==> src/rtl/aif_pkg.sv <==
package aif_pkg;
   localparam int CT_W = 4;
   localparam int CC_W = 4;
   localparam int SF_W = 3;
   localparam int SS_W = 2;
   localparam int CA_W = 8;
   localparam int LS_W = 4;

   typedef struct packed {
      logic [CT_W-1:0] coding;
      logic [CC_W-1:0] ch_count;
      logic [SF_W-1:0] sfreq;
      logic [SS_W-1:0] ssize;
      logic [CA_W-1:0] alloc;
      logic            dmix;
      logic [LS_W-1:0] lshift;
   } aif_cfg_t;

   typedef enum logic [1:0] {
      ST_IDLE = 2'd0,
      ST_SUM  = 2'd1,
      ST_SEND = 2'd2
   } aif_state_e;
endpackage

==> src/rtl/aif_cfg_latch.sv <==
module aif_cfg_latch
   import aif_pkg::*;
(
   input  logic     clk,
   input  logic     rst_n,
   input  logic     load_i,
   input  aif_cfg_t cfg_i,
   output aif_cfg_t cfg_o
);
   always_ff @(posedge clk) begin
      if (!rst_n)       cfg_o <= '0;
      else if (load_i)  cfg_o <= cfg_i;
   end
endmodule

==> src/rtl/aif_byte_map.sv <==
module aif_byte_map
   import aif_pkg::*;
#(
   parameter int         DATA_LEN = 10,
   parameter logic [7:0] HDR_TYPE = 8'h84,
   parameter logic [7:0] HDR_VER  = 8'h01,
   localparam int        NB       = 3 + DATA_LEN
)(
   input  aif_cfg_t   cfg_i,
   output logic [7:0] plain_o [NB]
);
   logic [CC_W-1:0] cc_m1;
   logic [7:0]      pay [DATA_LEN];

   assign cc_m1 = cfg_i.ch_count - CC_W'(1);

   always_comb begin
      for (int i = 0; i < DATA_LEN; i++) pay[i] = 8'h00;
      pay[0] = {cfg_i.coding, 1'b0, cc_m1[2:0]};
      pay[1] = {3'b000, cfg_i.sfreq, cfg_i.ssize};
      pay[3] = cfg_i.alloc;
      pay[4] = {cfg_i.dmix, cfg_i.lshift, 3'b000};
   end

   assign plain_o[0] = HDR_TYPE;
   assign plain_o[1] = HDR_VER;
   assign plain_o[2] = 8'(DATA_LEN);

   for (genvar g = 0; g < DATA_LEN; g++) begin : g_pay
      assign plain_o[3+g] = pay[g];
   end
endmodule

==> src/rtl/aif_sum_unit.sv <==
module aif_sum_unit #(
   parameter int  NB      = 13,
   parameter bit  SWEEP   = 1'b1,
   localparam int P_W     = $clog2(NB)
)(
   input  logic       clk,
   input  logic       rst_n,
   input  logic       clear_i,
   input  logic [7:0] plain_i [NB],
   output logic [7:0] csum_o,
   output logic       done_o
);
   logic [7:0] acc;

   assign csum_o = 8'h00 - acc;

   if (SWEEP) begin : g_sweep
      logic [P_W-1:0] pos;
      logic           run;
      always_ff @(posedge clk) begin
         if (!rst_n) begin
            acc    <= '0;
            pos    <= '0;
            run    <= 1'b0;
            done_o <= 1'b0;
         end else if (clear_i) begin
            acc    <= '0;
            pos    <= '0;
            run    <= 1'b1;
            done_o <= 1'b0;
         end else if (run) begin
            acc    <= acc + plain_i[pos];
            done_o <= (pos == P_W'(NB-1));
            if (pos == P_W'(NB-1)) begin
               run <= 1'b0;
               pos <= '0;
            end else begin
               pos <= pos + P_W'(1);
            end
         end else begin
            done_o <= 1'b0;
         end
      end
   end else begin : g_flat
      logic [7:0] tot;
      logic       pend;
      always_comb begin
         tot = '0;
         for (int i = 0; i < NB; i++) tot = tot + plain_i[i];
      end
      always_ff @(posedge clk) begin
         if (!rst_n) begin
            acc    <= '0;
            pend   <= 1'b0;
            done_o <= 1'b0;
         end else begin
            pend   <= clear_i;
            done_o <= pend;
            if (pend) acc <= tot;
         end
      end
   end
endmodule

==> src/rtl/aif_out_seq.sv <==
module aif_out_seq
   import aif_pkg::*;
#(
   parameter int  NB      = 13,
   localparam int PKT_LEN = NB + 1,
   localparam int Q_W     = $clog2(PKT_LEN)
)(
   input  logic       clk,
   input  logic       rst_n,
   input  logic       start_i,
   input  logic       sum_done_i,
   input  logic [7:0] plain_i [NB],
   input  logic [7:0] csum_i,
   output logic       load_o,
   output logic       busy_o,
   output logic       valid_o,
   output logic [7:0] data_o,
   output logic       last_o,
   input  logic       ready_i
);
   aif_state_e     st;
   logic [Q_W-1:0] q;

   assign load_o  = (st == ST_IDLE) && start_i;
   assign busy_o  = (st != ST_IDLE);
   assign valid_o = (st == ST_SEND);
   assign last_o  = valid_o && (q == Q_W'(PKT_LEN-1));

   always_comb begin
      if (q < Q_W'(3))       data_o = plain_i[q];
      else if (q == Q_W'(3)) data_o = csum_i;
      else                   data_o = plain_i[q - Q_W'(1)];
   end

   always_ff @(posedge clk) begin
      if (!rst_n) begin
         st <= ST_IDLE;
         q  <= '0;
      end else begin
         case (st)
            ST_IDLE: if (start_i) st <= ST_SUM;
            ST_SUM: if (sum_done_i) begin
               st <= ST_SEND;
               q  <= '0;
            end
            ST_SEND: if (ready_i) begin
               if (q == Q_W'(PKT_LEN-1)) begin
                  st <= ST_IDLE;
                  q  <= '0;
               end else begin
                  q <= q + Q_W'(1);
               end
            end
            default: st <= ST_IDLE;
         endcase
      end
   end
endmodule

==> src/rtl/audio_ifr_tx.sv <==
module audio_ifr_tx
   import aif_pkg::*;
#(
   parameter int         DATA_LEN = 10,
   parameter logic [7:0] HDR_TYPE = 8'h84,
   parameter logic [7:0] HDR_VER  = 8'h01,
   parameter bit         SWEEP    = 1'b1,
   localparam int        NB       = 3 + DATA_LEN
)(
   input  logic             clk,
   input  logic             rst_n,
   input  logic             start_i,
   input  logic [CT_W-1:0]  coding_type_i,
   input  logic [CC_W-1:0]  chan_count_i,
   input  logic [SF_W-1:0]  samp_freq_i,
   input  logic [SS_W-1:0]  samp_size_i,
   input  logic [CA_W-1:0]  chan_alloc_i,
   input  logic             dmix_inh_i,
   input  logic [LS_W-1:0]  lvl_shift_i,
   output logic             busy_o,
   output logic             m_valid_o,
   output logic [7:0]       m_data_o,
   output logic             m_last_o,
   input  logic             m_ready_i
);
   if (DATA_LEN < 5 || DATA_LEN > 27) begin : g_bad_len
      $error("audio_ifr_tx: DATA_LEN out of range");
   end
   if (CT_W + 4 > 8 || SF_W + SS_W > 8 || LS_W + 4 > 8) begin : g_bad_fld
      $error("audio_ifr_tx: field widths do not fit a byte");
   end

   aif_cfg_t   cfg_in, cfg_q;
   logic       load, sum_done;
   logic [7:0] csum;
   logic [7:0] plain [NB];

   assign cfg_in = '{coding: coding_type_i, ch_count: chan_count_i,
                     sfreq: samp_freq_i, ssize: samp_size_i,
                     alloc: chan_alloc_i, dmix: dmix_inh_i,
                     lshift: lvl_shift_i};

   aif_cfg_latch u_latch (
      .clk(clk), .rst_n(rst_n), .load_i(load), .cfg_i(cfg_in), .cfg_o(cfg_q)
   );

   aif_byte_map #(.DATA_LEN(DATA_LEN), .HDR_TYPE(HDR_TYPE), .HDR_VER(HDR_VER))
   u_map (.cfg_i(cfg_q), .plain_o(plain));

   aif_sum_unit #(.NB(NB), .SWEEP(SWEEP)) u_sum (
      .clk(clk), .rst_n(rst_n), .clear_i(load), .plain_i(plain),
      .csum_o(csum), .done_o(sum_done)
   );

   aif_out_seq #(.NB(NB)) u_seq (
      .clk(clk), .rst_n(rst_n), .start_i(start_i), .sum_done_i(sum_done),
      .plain_i(plain), .csum_i(csum), .load_o(load), .busy_o(busy_o),
      .valid_o(m_valid_o), .data_o(m_data_o), .last_o(m_last_o),
      .ready_i(m_ready_i)
   );
endmodule

==> config.mk <==
export PLATFORM = sky130hd
export DESIGN_NAME = audio_ifr_tx
export DESIGN_NICKNAME = d
export VERILOG_FILES = /design/src/rtl/aif_pkg.sv /design/src/rtl/aif_cfg_latch.sv /design/src/rtl/aif_byte_map.sv /design/src/rtl/aif_sum_unit.sv /design/src/rtl/aif_out_seq.sv /design/src/rtl/audio_ifr_tx.sv
export SDC_FILE = /design/constraint.sdc
export NUM_CORES = 1
export LEC_CHECK = 0
export BUFFER_PORTS_ARGS = -buffer_cell sky130_fd_sc_hd__buf_2
export CAP_MARGIN = 25
export CORE_MARGIN = 5
export CORE_UTILIZATION = 60
export CTS_BUF_LIST = sky130_fd_sc_hd__clkbuf_4
export DETAILED_ROUTE_END_ITERATION = 8
export HOLD_SLACK_MARGIN = 0.03
export MAX_ROUTING_LAYER = met4
export PLACE_DENSITY = 0.83
export SYNTH_ARGS = -nofsm -noshare
export SYNTH_HDL_FRONTEND = slang
export SYNTH_SLANG_ARGS = --single-unit
==> constraint.sdc <==
create_clock -name clk -period 3.9 [get_ports clk]
set_clock_uncertainty 0.2 [all_clocks]
set_input_delay 0.39 -clock clk [delete_from_list [all_inputs] [get_ports clk]]
set_output_delay 0.39 -clock clk [all_outputs]
set_load 0.02 [all_outputs]
Word level (Yosys, flattened, before mapping)
Cells that the tools add are included.
{ "op_classes": {"add_sub_neg": 6, "n_mux": 24, "eq_ne": 9, "bitwise_logic": 5, "reduce_logical": 9, "magnitude_cmp": 4} }
{ "op_table": {"columns": ["operator", "n"], "rows": [
  ["8-bit binary-select mux with 4-bit select", 3],
  ["8-bit 2-to-1 mux", 8],
  ["4-bit 2-to-1 mux", 4],
  ["5-bit >= comparator (second input constant)", 3],
  ["4-bit NOT with 5-bit output", 3],
  ["4-bit by 1-bit adder with 4-bit output (second input constant)", 2],
  ["8-bit adder", 1],
  ["4-bit equality test (second input constant)", 2],
  ["2-bit 2-to-1 mux", 4],
  ["2-bit != test (second input constant)", 4],
  ["4-bit case mux with 2 select lines", 1],
  ["1-bit by 8-bit subtractor with 8-bit output (first input constant)", 1],
  ["2-bit case mux with 3 select lines", 1],
  ["4-bit by 2-bit equality test with 1-bit output (second input constant)", 1],
  ["4-bit by 2-bit < comparator with 1-bit output (second input constant)", 1],
  ["4-bit AND reduction", 1],
  ["2-bit nonzero test", 2],
  ["4-bit by 1-bit subtractor with 4-bit output (second input constant)", 1],
  ["1-bit 2-to-1 mux", 3],
  ["3-bit AND reduction", 1],
  ["3-bit OR reduction", 1],
  ["3-bit by 1-bit subtractor with 3-bit output (second input constant)", 1],
  ["2-bit by 1-bit equality test with 1-bit output (second input constant)", 1],
  ["2-bit equality test (second input constant)", 1],
  ["other kinds (4)", 6]
]} }
{ "word_totals": {"reg_bits": 45, "word_cells": 70, "in_bits": 30, "output_inout_bits": 11} }

Depth between registers and ports, before layout
Gate-level depths: netlist of run 1.
{ "logic_depth": {"ltp_word": 7, "depth_mapped": 14, "depth_no_buf": 12} }

Modules after synthesis
A second synthesis of run 1 with hierarchy kept.
{ "unflattened": {"hier_cells": 559, "hier_area_um2": 5358.9} }
{ "modules_own_cells": {"columns": ["mod", "n_inst", "seq_area_each_um2", "cells_each", "area_per_inst_um2"], "rows": [
  ["aif_out_seq", 1, 120.1, 186, 1805.5],
  ["aif_sum_unit", 1, 280.3, 182, 1752.9],
  ["aif_cfg_latch", 1, 520.5, 83, 1002.2],
  ["aif_byte_map", 1, 0.0, 108, 798.3]
]} }

Least setup slack after synthesis of run 1
Ideal clock, no wire load.
{ "synth_path": {"kind": "reg2out", "from": "register u_seq.q[0]", "to": "output port m_data_o[4]", "required_time_ns": 3.310, "stages_incl_launch_ff": 10, "n_path_buf": 2, "arrival_ns": 2.313, "setup_slack_ns": 0.997, "path_cell_list": "dfxtp_1 > clkbuf_1 > inv_1 > ha_1 > xnor2_1 > clkbuf_1 > nand2_1 > nand2_1 > a221oi_1 > a311oi_1"} }
{ "synth_via": {"elab_chain_cells": 7, "word_cells_on_any_way": 13, "classes_between": "add/sub: 1; order compare: 1; eq/ne: 1; mux: 8; bitwise: 2"} }
{ "synth_rtl": {"columns": ["item", "line", "text"], "rows": [
  ["start, declared", "aif_out_seq.sv:22", "logic [Q_W-1:0] q;"],
  ["start signal, assigned", "aif_out_seq.sv:51", "q <= q + Q_W'(1);"],
  ["4-bit by 1-bit subtractor with 4-bit output", "aif_out_seq.sv:32", "else data_o = plain_i[q - Q_W'(1)];"],
  ["4-bit NOT with 5-bit output (implied by the code)", "aif_out_seq.sv:32", null],
  ["8-bit binary-select mux with 4-bit select", "aif_out_seq.sv:32", null],
  ["8-bit 2-to-1 mux (implied by the code) (2 in series)", "aif_out_seq.sv:32", null],
  ["8-bit 2-to-1 mux", "aif_out_seq.sv:31", "else if (q == Q_W'(3)) data_o = csum_i;"],
  ["8-bit 2-to-1 mux *", "aif_out_seq.sv:30", "if (q < Q_W'(3)) data_o = plain_i[q];"],
  ["end, declared", "audio_ifr_tx.sv:22", "output logic [7:0] m_data_o,"]
]} }
Mark *: on every way between the ends. The rest lies on a longest branch, timed or not. The select of a mux whose other input is x is not followed.

Worst setup path in the final report of run 1
{ "layout_path": {"from": "register u_seq.q[1]", "to": "output port m_data_o[3]"} }
Same word-level chain as after synthesis.

==> flow_summary_export.csv, run 1 <==
group,metric,value,unit
outcome,status,"complete, no violations",
route,drt_wl_total,7.37,mm
route,ant_nets,0,
pwr,peakVddDrop,0.000211,V
synthesis,ys_warn_count,0,
route,drt-initial-drc-count,192,
route,via_per_inst,5.77,
timing,drv_slew,0,
timing,setup_violations,0,
placement,io_buffer_count,39,
clocking,cts_setup_buffers,0,
global_routing,antenna_found_initial,0,
timing,tns,0,ps
setup_path,crit_arrival,2850,ps
hold_path,hp-class,"in2reg",
placement,gp_congestion,0.938,
global_routing,grt_first_pass_wirelength,12.2,mm
setup_path,crit_type,"reg2out",
timing,finalCritPeriodShare,0.883,
clocking,clk_pin_slew,160,ps
timing,final.setup.worst_slack,458,ps
synthesis,synth_area,3080,um^2
clocking,clockRootBuffer,"clkbuf_4",
setup_path,reg2reg_depth,12,
global_routing,grt_max_degree,33,
global_routing,track_usage,0.242,
synthesis,syn-num-nets,456,
floorplan,placementRows,26,
final_layout,drive_gt1_frac,0.148,
timing,final_hold_viol_count,0,
hold_path,hold_depth,3,
synthesis,yosysTopAreaCell,"dfxtp_1",
synthesis,syn_avg_cell_area,7.55,um^2
synthesis,async_flop_share,0,
floorplan,io-pin-count,41,
route,post_drt_wl_per_cell,14.5,um
floorplan,fp.dieH,81.6,um
synthesis,synthDistinctLibCells,56,
pwr,power_density,275,nW/um^2
timing,whs,40.3,ps
clocking,cts_tree,"built",
floorplan,die_width,81.6,um
final_layout,n_fill_cell,450,
timing,fmax,0.290,GHz
final_layout,multi_input_area,2020,um^2
timing,slew-limit-headroom,0.560,
setup_path,worstPathRequired,3310,ps
final_layout,synthToLayoutAreaGrowth,11.3,%
route,drt_drc_violations_left,0,
clocking,cts_buffers,5,
floorplan,coreArea,5040,um^2
final_layout,fin_area,3430,um^2
global_routing,grt_overflow,0,
setup_path,start_kind,"register",
placement,detailed_place_hpwl,5.46,mm
pwr,power_leakage,1.39,nW
synthesis,synth-seq-area-share,0.293,
synthesis,synth.area.top_cells,"dfxtp_1, nand2_1, ha_1",
final_layout,final_common_cell,"nand2_1",
clocking,ctsHtreeMaxLevel,2,
setup_path,worstSetupEndpointType,"primary output",
clocking,insertion_delay,380,ps
clocking,holdBufCountCts,5,
clocking,numClockSinks,45,
final_layout,seq_area,901,um^2
clocking,clockBufferDepth,2,
floorplan,dieArea,6670,um^2
route,via_count,2931,
final_layout,antenna_cells,0,
floorplan,initial_core_util,0.611,
flow_run,drv_cap,0,
route,drtPass1Iterations,5,
synthesis,synthCells,408,
final_layout,num-nets-final,485,
clocking,cts_resized,0,
timing,grt_setup_unrepaired,"false",
global_routing,grt_pass1_vias,2628,
synthesis,ys_ff_latch,45,
synthesis,synth-main-ff-cell,"dfxtp_1",
timing,worst_pin_slew,659,ps
timing,post-route-min-period,3440,ps
final_layout,final_cell_mix,"nand2_1, dfxtp_1, nor2_1",
setup_path,crit_fanout,13,
synthesis,synth_edf_count,0,
synthesis,synth.top_cell.area_share,0.293,
placement,dpl_worst_slack,748,ps
placement,placed_cell_area,3280,um^2
-- sequential cells by signal (all words and copies together) (netlist names) --
name and flops:
u_sum.done_o 1, u_sum.g_sweep.run 1, u_sum.g_sweep.pos 4, u_latch.cfg_o 25
u_seq.st 2, u_sum.acc 8, u_seq.q 4
-- per-stage QoR --
stage,power [mW],utilization,cells
2_1_floorplan,0.599,-,408
3_3_place_gp,0.635,0.651,494
3_5_place_dp,0.639,0.651,494
4_1_cts,0.947,0.677,507
5_1_grt,0.986,0.679,508
6_report,0.943,0.679,508
-- power by group --
part           internal [mW]  switching (mW)
Sequential             0.480          0.0257
Clock                  0.140           0.169
Combinational         0.0618          0.0677
Total                  0.681           0.262
-- routing by layer --
layer	track usage	share of wire
met1	0.315	0.46
met2	0.380	0.46
met3	0.0439	0.067
met4	0.0764	0.014
met5	-	0
-- logic make-up (layout without fill, tap and decap cells) --
| kind of cell | after synthesis | in the layout | synth area share |
|---|---|---|---|
| and+or+nand+nor | 166 | 166 | 0.242 |
| AOI/OAI and AO/OA | 108 | 108 | 0.239 |
| muxes | 17 | 17 | 0.0593 |
| adders and majority gates | 18 | 18 | 0.0756 |
| DFF | 45 | 45 | 0.293 |
| xor gates and xnor gates | 14 | 14 | 0.0398 |
| buffers and inverters | 40 | 70 | 0.0520 |
-- final timing paths --
path	slack [ps]	startpoint	end
max	460	u_seq.q[1]	m_data_o[3]
max reg2reg	700	u_latch.cfg_o[18]	u_sum.acc[7]
min	40	coding_type_i[2]	u_latch.cfg_o[24]
min reg2reg	290	u_latch.cfg_o[17]	u_latch.cfg_o[17]
-- area by class of cell --
type / instances / share of cell area
clock inverters: 3 / 0.0139
repair buffers: 49 / 0.0833
flip-flops and latches: 45 / 0.263
multi-input cells: 323 / 0.589
clock buffers: 5 / 0.0110
inverters: 13 / 0.0142
well taps: 70 / 0.0256
-- cells in the mapped netlist (3+ instances only) --
| library cell | number |
|---|---|
| a211oi_1 | 6 |
| a21boi_0 | 27 |
| a21o_1 | 3 |
| a21oi_1 | 28 |
| and3_1 | 3 |
| clkbuf_1 | 22 |
| dfxtp_1 | 45 |
| ha_1 | 17 |
| inv_1 | 13 |
| mux2_2 | 6 |
| mux2i_1 | 10 |
| nand2_1 | 79 |
| nand3_1 | 7 |
| nand3b_1 | 3 |
| nor2_1 | 41 |
| nor2b_1 | 7 |
| nor3_1 | 7 |
| nor3b_1 | 3 |
| o21a_1 | 3 |
| o21ai_0 | 12 |
| o22ai_1 | 4 |
| or2_2 | 3 |
| xnor2_1 | 8 |
| xor2_1 | 6 |
-- worst max-delay path, cell delays in order, from the launching register on --
cell and delay, ps:
dfxtp_1 590, inv_1 170, ha_1 550, mux2_2 390, a221oi_1 330, nor2_1 120
nand2_1 90, o211ai_1 70, buf_2 160
No activity file was read; power rests on OpenSTA's default activity.
==> inputs of run 2 (changes only) <==
--- a/config.mk
+++ b/config.mk
@@ -7,13 +7,16 @@
 export LEC_CHECK = 0
 export BUFFER_PORTS_ARGS = -buffer_cell sky130_fd_sc_hd__buf_2
 export CAP_MARGIN = 25
+export CELL_PAD_IN_SITES_DETAIL_PLACEMENT = 1
+export CELL_PAD_IN_SITES_GLOBAL_PLACEMENT = 1
+export CORE_ASPECT_RATIO = 0.6
 export CORE_MARGIN = 5
-export CORE_UTILIZATION = 60
+export CORE_UTILIZATION = 44
 export CTS_BUF_LIST = sky130_fd_sc_hd__clkbuf_4
 export DETAILED_ROUTE_END_ITERATION = 8
 export HOLD_SLACK_MARGIN = 0.03
 export MAX_ROUTING_LAYER = met4
-export PLACE_DENSITY = 0.83
+export PLACE_DENSITY_LB_ADDON = 0.1
 export SYNTH_ARGS = -nofsm -noshare
 export SYNTH_HDL_FRONTEND = slang
 export SYNTH_SLANG_ARGS = --single-unit
==> run 2 against run 1 <==
Setup slack got worse by 150 ps; first-iteration DRC count fell by 14%; sequential share of layout area fell by 0.58 points; worst hold slack improved by 14 ps; register-to-register slack got worse by 90 ps; critical path type unchanged; largest cell class unchanged.
==> flow_summary_export.csv, run 2 (synthesis results as in run 1) <==
group,metric,value,unit
timing,tns,0,ps
floorplan,die_width,118,um
setup_path,cp_top_family,"flip-flops",
setup_path,critPathCapture,"m_data_o[3]",
floorplan,fp.dieH,74.8,um
hold_path,hp-class,"in2reg",
outcome,status,"complete, no violations",
global_routing,antenna_found_initial,0,
final_layout,synthToLayoutAreaGrowth,13.8,%
final_layout,regMostFlops,"u_latch.cfg_o",
timing,setup_violations,0,
final_layout,fin_cells,531,
timing,post-route-min-period,3590,ps
final_layout,antenna_cells,0,
timing,whs,54.4,ps
clocking,cts_resized,0,
timing,finalCritPeriodShare,0.921,
global_routing,grt_first_pass_wirelength,15.5,mm
final_layout,largest_register_ff_count,25,
timing,grt_setup_unrepaired,"false",
placement,dpl_worst_slack,665,ps
timing,final.setup.worst_slack,309,ps
final_layout,final_common_cell,"nand2_1",
timing,slew-limit-headroom,0.527,
global_routing,grt_max_degree,33,
final_layout,largest_registers,"u_latch.cfg_o: 25 flops, u_sum.acc: 8 flops",
global_routing,track_usage,0.228,
final_layout,n_fill_cell,891,
floorplan,io-pin-count,41,
placement,io_buffer_count,39,
clocking,ctsHtreeMaxLevel,2,
setup_path,rr_startpoint,"u_sum.g_sweep.pos[1]",
route,via_count,2969,
placement,gp_congestion,0.919,
timing,fmax,0.279,GHz
setup_path,rr_endpoint,"u_sum.acc[7]",
clocking,clockRootBuffer,"clkbuf_4",
placement,detailed_place_hpwl,7.15,mm
clocking,holdBufCountCts,7,
setup_path,crit_buf_inv,2,
final_layout,fin_util,0.520,
flow_run,drv_cap,0,
final_layout,seq_area,901,um^2
setup_path,reg2reg_depth,10,
timing,worst_pin_slew,709,ps
setup_path,worstPathRequired,3310,ps
clocking,clk_pin_slew,140,ps
global_routing,grt_overflow,0,
setup_path,crit_fanout,13,
setup_path,crit_chain,"inv_1 -> ha_1 -> mux2_2 -> a221oi_1 -> nor2_1 -> nand2_1 -> o211ai_1 -> buf_2",
clocking,numClockSinks,45,
setup_path,path_depth,8,
pwr,power_density,273,nW/um^2
placement,dp.cells,512,
final_layout,num-nets-final,491,
route,ant_nets,0,
setup_path,startpoint,"u_seq.q[1]",
floorplan,dieArea,8830,um^2
floorplan,initial_core_util,0.457,
pwr,p_total,0.958,mW
setup_path,start_kind,"register",
clocking,clockBufferDepth,2,
route,drt_drc_violations_left,0,
route,drt-initial-drc-count,166,
pwr,power_leakage,1.41,nW
clocking,cts_tree,"built",
final_layout,multi_input_area,2020,um^2
final_layout,fin_area,3500,um^2
final_layout,final_cell_mix,"nand2_1, dfxtp_1, nor2_1",
route,drt_wl_total,9.41,mm
floorplan,placementRows,23,
pwr,peakVddDrop,0.000217,V
timing,drv_slew,0,
route,drtPass1Iterations,4,
route,via_per_inst,5.59,
floorplan,coreArea,6730,um^2
timing,final_hold_viol_count,0,
setup_path,slowest_delay,600,ps
global_routing,grt_pass1_vias,3030,
final_layout,drive_gt1_frac,0.149,
setup_path,crit_type,"reg2out",
placement,placed_cell_area,3310,um^2
clocking,cts_setup_buffers,0,
setup_path,crit_arrival,3000,ps
setup_path,r2r_slack,610,ps
clocking,insertion_delay,370,ps
clocking,cts_buffers,5,
setup_path,worstSetupEndpointType,"primary output",
setup_path,critPathSlowestCell,"dfxtp_1",
route,post_drt_wl_per_cell,17.7,um
## run 2: changes by cell type in the layout (fill, tap and decap cells not counted)
cell and change:
dlygate4sd3_1 +5, inv_6 -2, clkbuf_4 +1, buf_4 +1, clkinv_4 +1
## run 2: cell type report
| cell class | instances | share of cell area |
|---|---|---|
| Multi-Input combinational cell | 323 | 0.576 |
| Sequential cell | 45 | 0.257 |
| Timing Repair Buffer | 55 | 0.0979 |
| Tap cell | 87 | 0.0311 |
| Inverter | 13 | 0.0139 |
| Clock buffer | 6 | 0.0129 |
| Clock inverter | 2 | 0.0111 |
## run 2: layer usage
metal,global-route usage,up-vias,part of all wire
met2,0.369,59,0.43
met4,0.0267,0,0.0088
met3,0.0541,7,0.065
li1,-,1484,-
met5,-,-,0
met1,0.304,1419,0.49
## run 2: how the worst min path moves through the flow
stage / from / endpoint / slack [ps] / cells past startpoint
detailed placement: u_latch.cfg_o[19] / u_latch.cfg_o[19] / 270 / 2
global placement: u_latch.cfg_o[19] / u_latch.cfg_o[19] / 260 / 2
floorplan: u_latch.cfg_o[19] / u_latch.cfg_o[19] / 240 / 2
finish: lvl_shift_i[3] / u_latch.cfg_o[3] / 50 / 3
CTS: lvl_shift_i[0] / u_latch.cfg_o[0] / 30 / 3
global route: samp_freq_i[1] / u_latch.cfg_o[16] / 40 / 3
## run 2: power by group
part / switching (mW) / internal (mW)
clock network: 0.168 / 0.144
logic: 0.0749 / 0.0654
registers: 0.0266 / 0.480
total: 0.269 / 0.689
## run 2: worst register-to-register path: stages, from the launching register on
cell,delay (ps)
dfxtp_1,690
and2_0,390
a21oi_1,110
o22a_1,200
nor2_1,150
ha_1,300
a21oi_1,260
a211o_1,210
a211oi_1,100
or4_1,480
a21oi_1,140
==> inputs of run 3 (changes only) <==
--- a/config.mk
+++ b/config.mk
@@ -10,13 +10,14 @@
 export CELL_PAD_IN_SITES_DETAIL_PLACEMENT = 1
 export CELL_PAD_IN_SITES_GLOBAL_PLACEMENT = 1
 export CORE_ASPECT_RATIO = 0.6
-export CORE_MARGIN = 5
+export CORE_MARGIN = 4
 export CORE_UTILIZATION = 44
 export CTS_BUF_LIST = sky130_fd_sc_hd__clkbuf_4
 export DETAILED_ROUTE_END_ITERATION = 8
 export HOLD_SLACK_MARGIN = 0.03
 export MAX_ROUTING_LAYER = met4
 export PLACE_DENSITY_LB_ADDON = 0.1
+export SLEW_MARGIN = 25
 export SYNTH_ARGS = -nofsm -noshare
 export SYNTH_HDL_FRONTEND = slang
 export SYNTH_SLANG_ARGS = --single-unit
==> run 3 against run 2 <==
Via count barely moved; worst hold slack lost 13 ps; die area fell by 4.3%; setup slack improved by 51 ps; power increased by 0.63%; critical path type unchanged; highest routed layer unchanged.
==> flow_summary_export.csv, run 3 (synthesis results as in run 1) <==
group,metric,value,unit
global_routing,track_usage,0.243,
clocking,cts_tree,"built",
final_layout,drive_gt1_frac,0.148,
setup_path,start_kind,"register",
clocking,clk_pin_slew,160,ps
final_layout,regMostFlops,"u_latch.cfg_o",
floorplan,io-pin-count,41,
setup_path,worstSetupEndpointType,"primary output",
setup_path,crit_chain,"inv_1 -> ha_1 -> mux2_2 -> a221oi_1 -> nor2_1 -> nand2_1 -> o211ai_1 -> buf_2",
floorplan,coreArea,6730,um^2
setup_path,critPathCapture,"m_data_o[3]",
clocking,insertion_delay,400,ps
setup_path,crit_type,"reg2out",
timing,finalCritPeriodShare,0.908,
timing,post-route-min-period,3540,ps
route,drt_drc_violations_left,0,
final_layout,num-nets-final,493,
pwr,peakVddDrop,0.000189,V
setup_path,slowest_delay,600,ps
clocking,cts_resized,0,
pwr,power_density,274,nW/um^2
route,drtPass1Iterations,4,
flow_run,drv_cap,0,
setup_path,critPathSlowestCell,"dfxtp_1",
clocking,numClockSinks,45,
route,drt-initial-drc-count,179,
setup_path,r2r_slack,650,ps
floorplan,fp.dieH,72.8,um
global_routing,grt_first_pass_wirelength,15.6,mm
route,ant_nets,0,
timing,worst_pin_slew,702,ps
global_routing,antenna_found_initial,0,
route,post_drt_wl_per_cell,17.7,um
placement,io_buffer_count,39,
final_layout,final_common_cell,"nand2_1",
final_layout,antenna_cells,0,
global_routing,grt_max_degree,33,
setup_path,rr_startpoint,"u_sum.g_sweep.pos[1]",
global_routing,grt_overflow,0,
final_layout,largest_registers,"u_latch.cfg_o: 25 flops, u_sum.acc: 8 flops",
final_layout,synthToLayoutAreaGrowth,14.4,%
route,via_count,2970,
timing,grt_setup_unrepaired,"false",
final_layout,largest_register_ff_count,25,
timing,tns,0,ps
pwr,power_leakage,1.42,nW
clocking,ctsHtreeMaxLevel,2,
floorplan,die_width,116,um
timing,final_hold_viol_count,0,
final_layout,n_fill_cell,871,
floorplan,dieArea,8440,um^2
setup_path,startpoint,"u_seq.q[1]",
route,via_per_inst,5.57,
setup_path,worstPathRequired,3310,ps
placement,detailed_place_hpwl,7.08,mm
timing,slew-limit-headroom,0.532,
timing,fmax,0.283,GHz
floorplan,initial_core_util,0.457,
setup_path,crit_arrival,2950,ps
final_layout,final_cell_mix,"nand2_1, dfxtp_1, nor2_1",
floorplan,placementRows,23,
setup_path,reg2reg_depth,10,
clocking,cts_buffers,5,
placement,gp_congestion,0.905,
timing,setup_violations,0,
final_layout,multi_input_area,2020,um^2
route,drt_wl_total,9.41,mm
timing,drv_slew,0,
setup_path,crit_fanout,13,
clocking,clockRootBuffer,"clkbuf_4",
final_layout,seq_area,901,um^2
setup_path,rr_endpoint,"u_sum.acc[7]",
pwr,p_total,0.964,mW
clocking,clockBufferDepth,2,
hold_path,hp-class,"in2reg",
global_routing,grt_pass1_vias,2989,
outcome,status,"complete, no violations",
-- run 3: metrics by stage --
| step | hold slack, ps | setup slack, ps | util | area, um^2 | cells |
|---|---|---|---|---|---|
| after global routing | 33.7 | 202 | 0.523 | 3520 | 533 |
| after detailed placement | 269 | 661 | 0.491 | 3310 | 512 |
| after global placement | 255 | 727 | 0.491 | 3310 | 512 |
| after CTS | 31.0 | 384 | 0.522 | 3510 | 532 |
| after floorplan | 243 | 997 | - | 3080 | 408 |
| final | 41.5 | 360 | 0.523 | 3520 | 533 |
-- run 3: timing repair --
item | in CTS | in global routing
hold endpoints to repair | 12 | 1
setup buffers | 0 | 0
hold buffers | 12 | 1
-- run 3: cell type report --
type	instances	area share
multi-input combinational	323	0.573
sequential	45	0.256
timing repair buffer	57	0.103
tap	87	0.0309
inverter	13	0.0138
clock buffer	6	0.0128
clock inverter	2	0.0110
-- run 3: worst max-delay path, delay by kind of cell, from the launching register on --
| family | cells | cell delay, ps |
|---|---|---|
| flops | 1 | 600 |
| fa+ha+maj | 1 | 580 |
| compound gates | 2 | 420 |
| mux | 1 | 400 |
| buf+inv | 2 | 350 |
| simple gates | 2 | 220 |
-- run 3: worst min-delay path by stage --
| stage | from | slack, ps | cells past startpoint | to |
|---|---|---|---|---|
| 2_1_floorplan | u_latch.cfg_o[19] | 240 | 2 | u_latch.cfg_o[19] |
| 3_3_place_gp | u_latch.cfg_o[19] | 260 | 2 | u_latch.cfg_o[19] |
| 3_5_place_dp | u_latch.cfg_o[19] | 270 | 2 | u_latch.cfg_o[19] |
| 4_1_cts | samp_size_i[0] | 30 | 3 | u_latch.cfg_o[13] |
| 5_1_grt | coding_type_i[3] | 30 | 3 | u_latch.cfg_o[25] |
| 6_report | coding_type_i[1] | 40 | 3 | u_latch.cfg_o[23] |
-- run 3: report_power, final --
group	switching, mW	internal [mW]
Clock	0.171	0.144
Combinational	0.0757	0.0668
Sequential	0.0271	0.480
-- run 3: routing by layer --
metal  part of all wire  vias to the layer above  GRT usage
met2               0.43                       64      0.363
met4             0.0061                        0     0.0425
met3              0.057                        8     0.0406
met1               0.51                     1413      0.349
li1                   -                     1485          -
met5                  0                        -          -
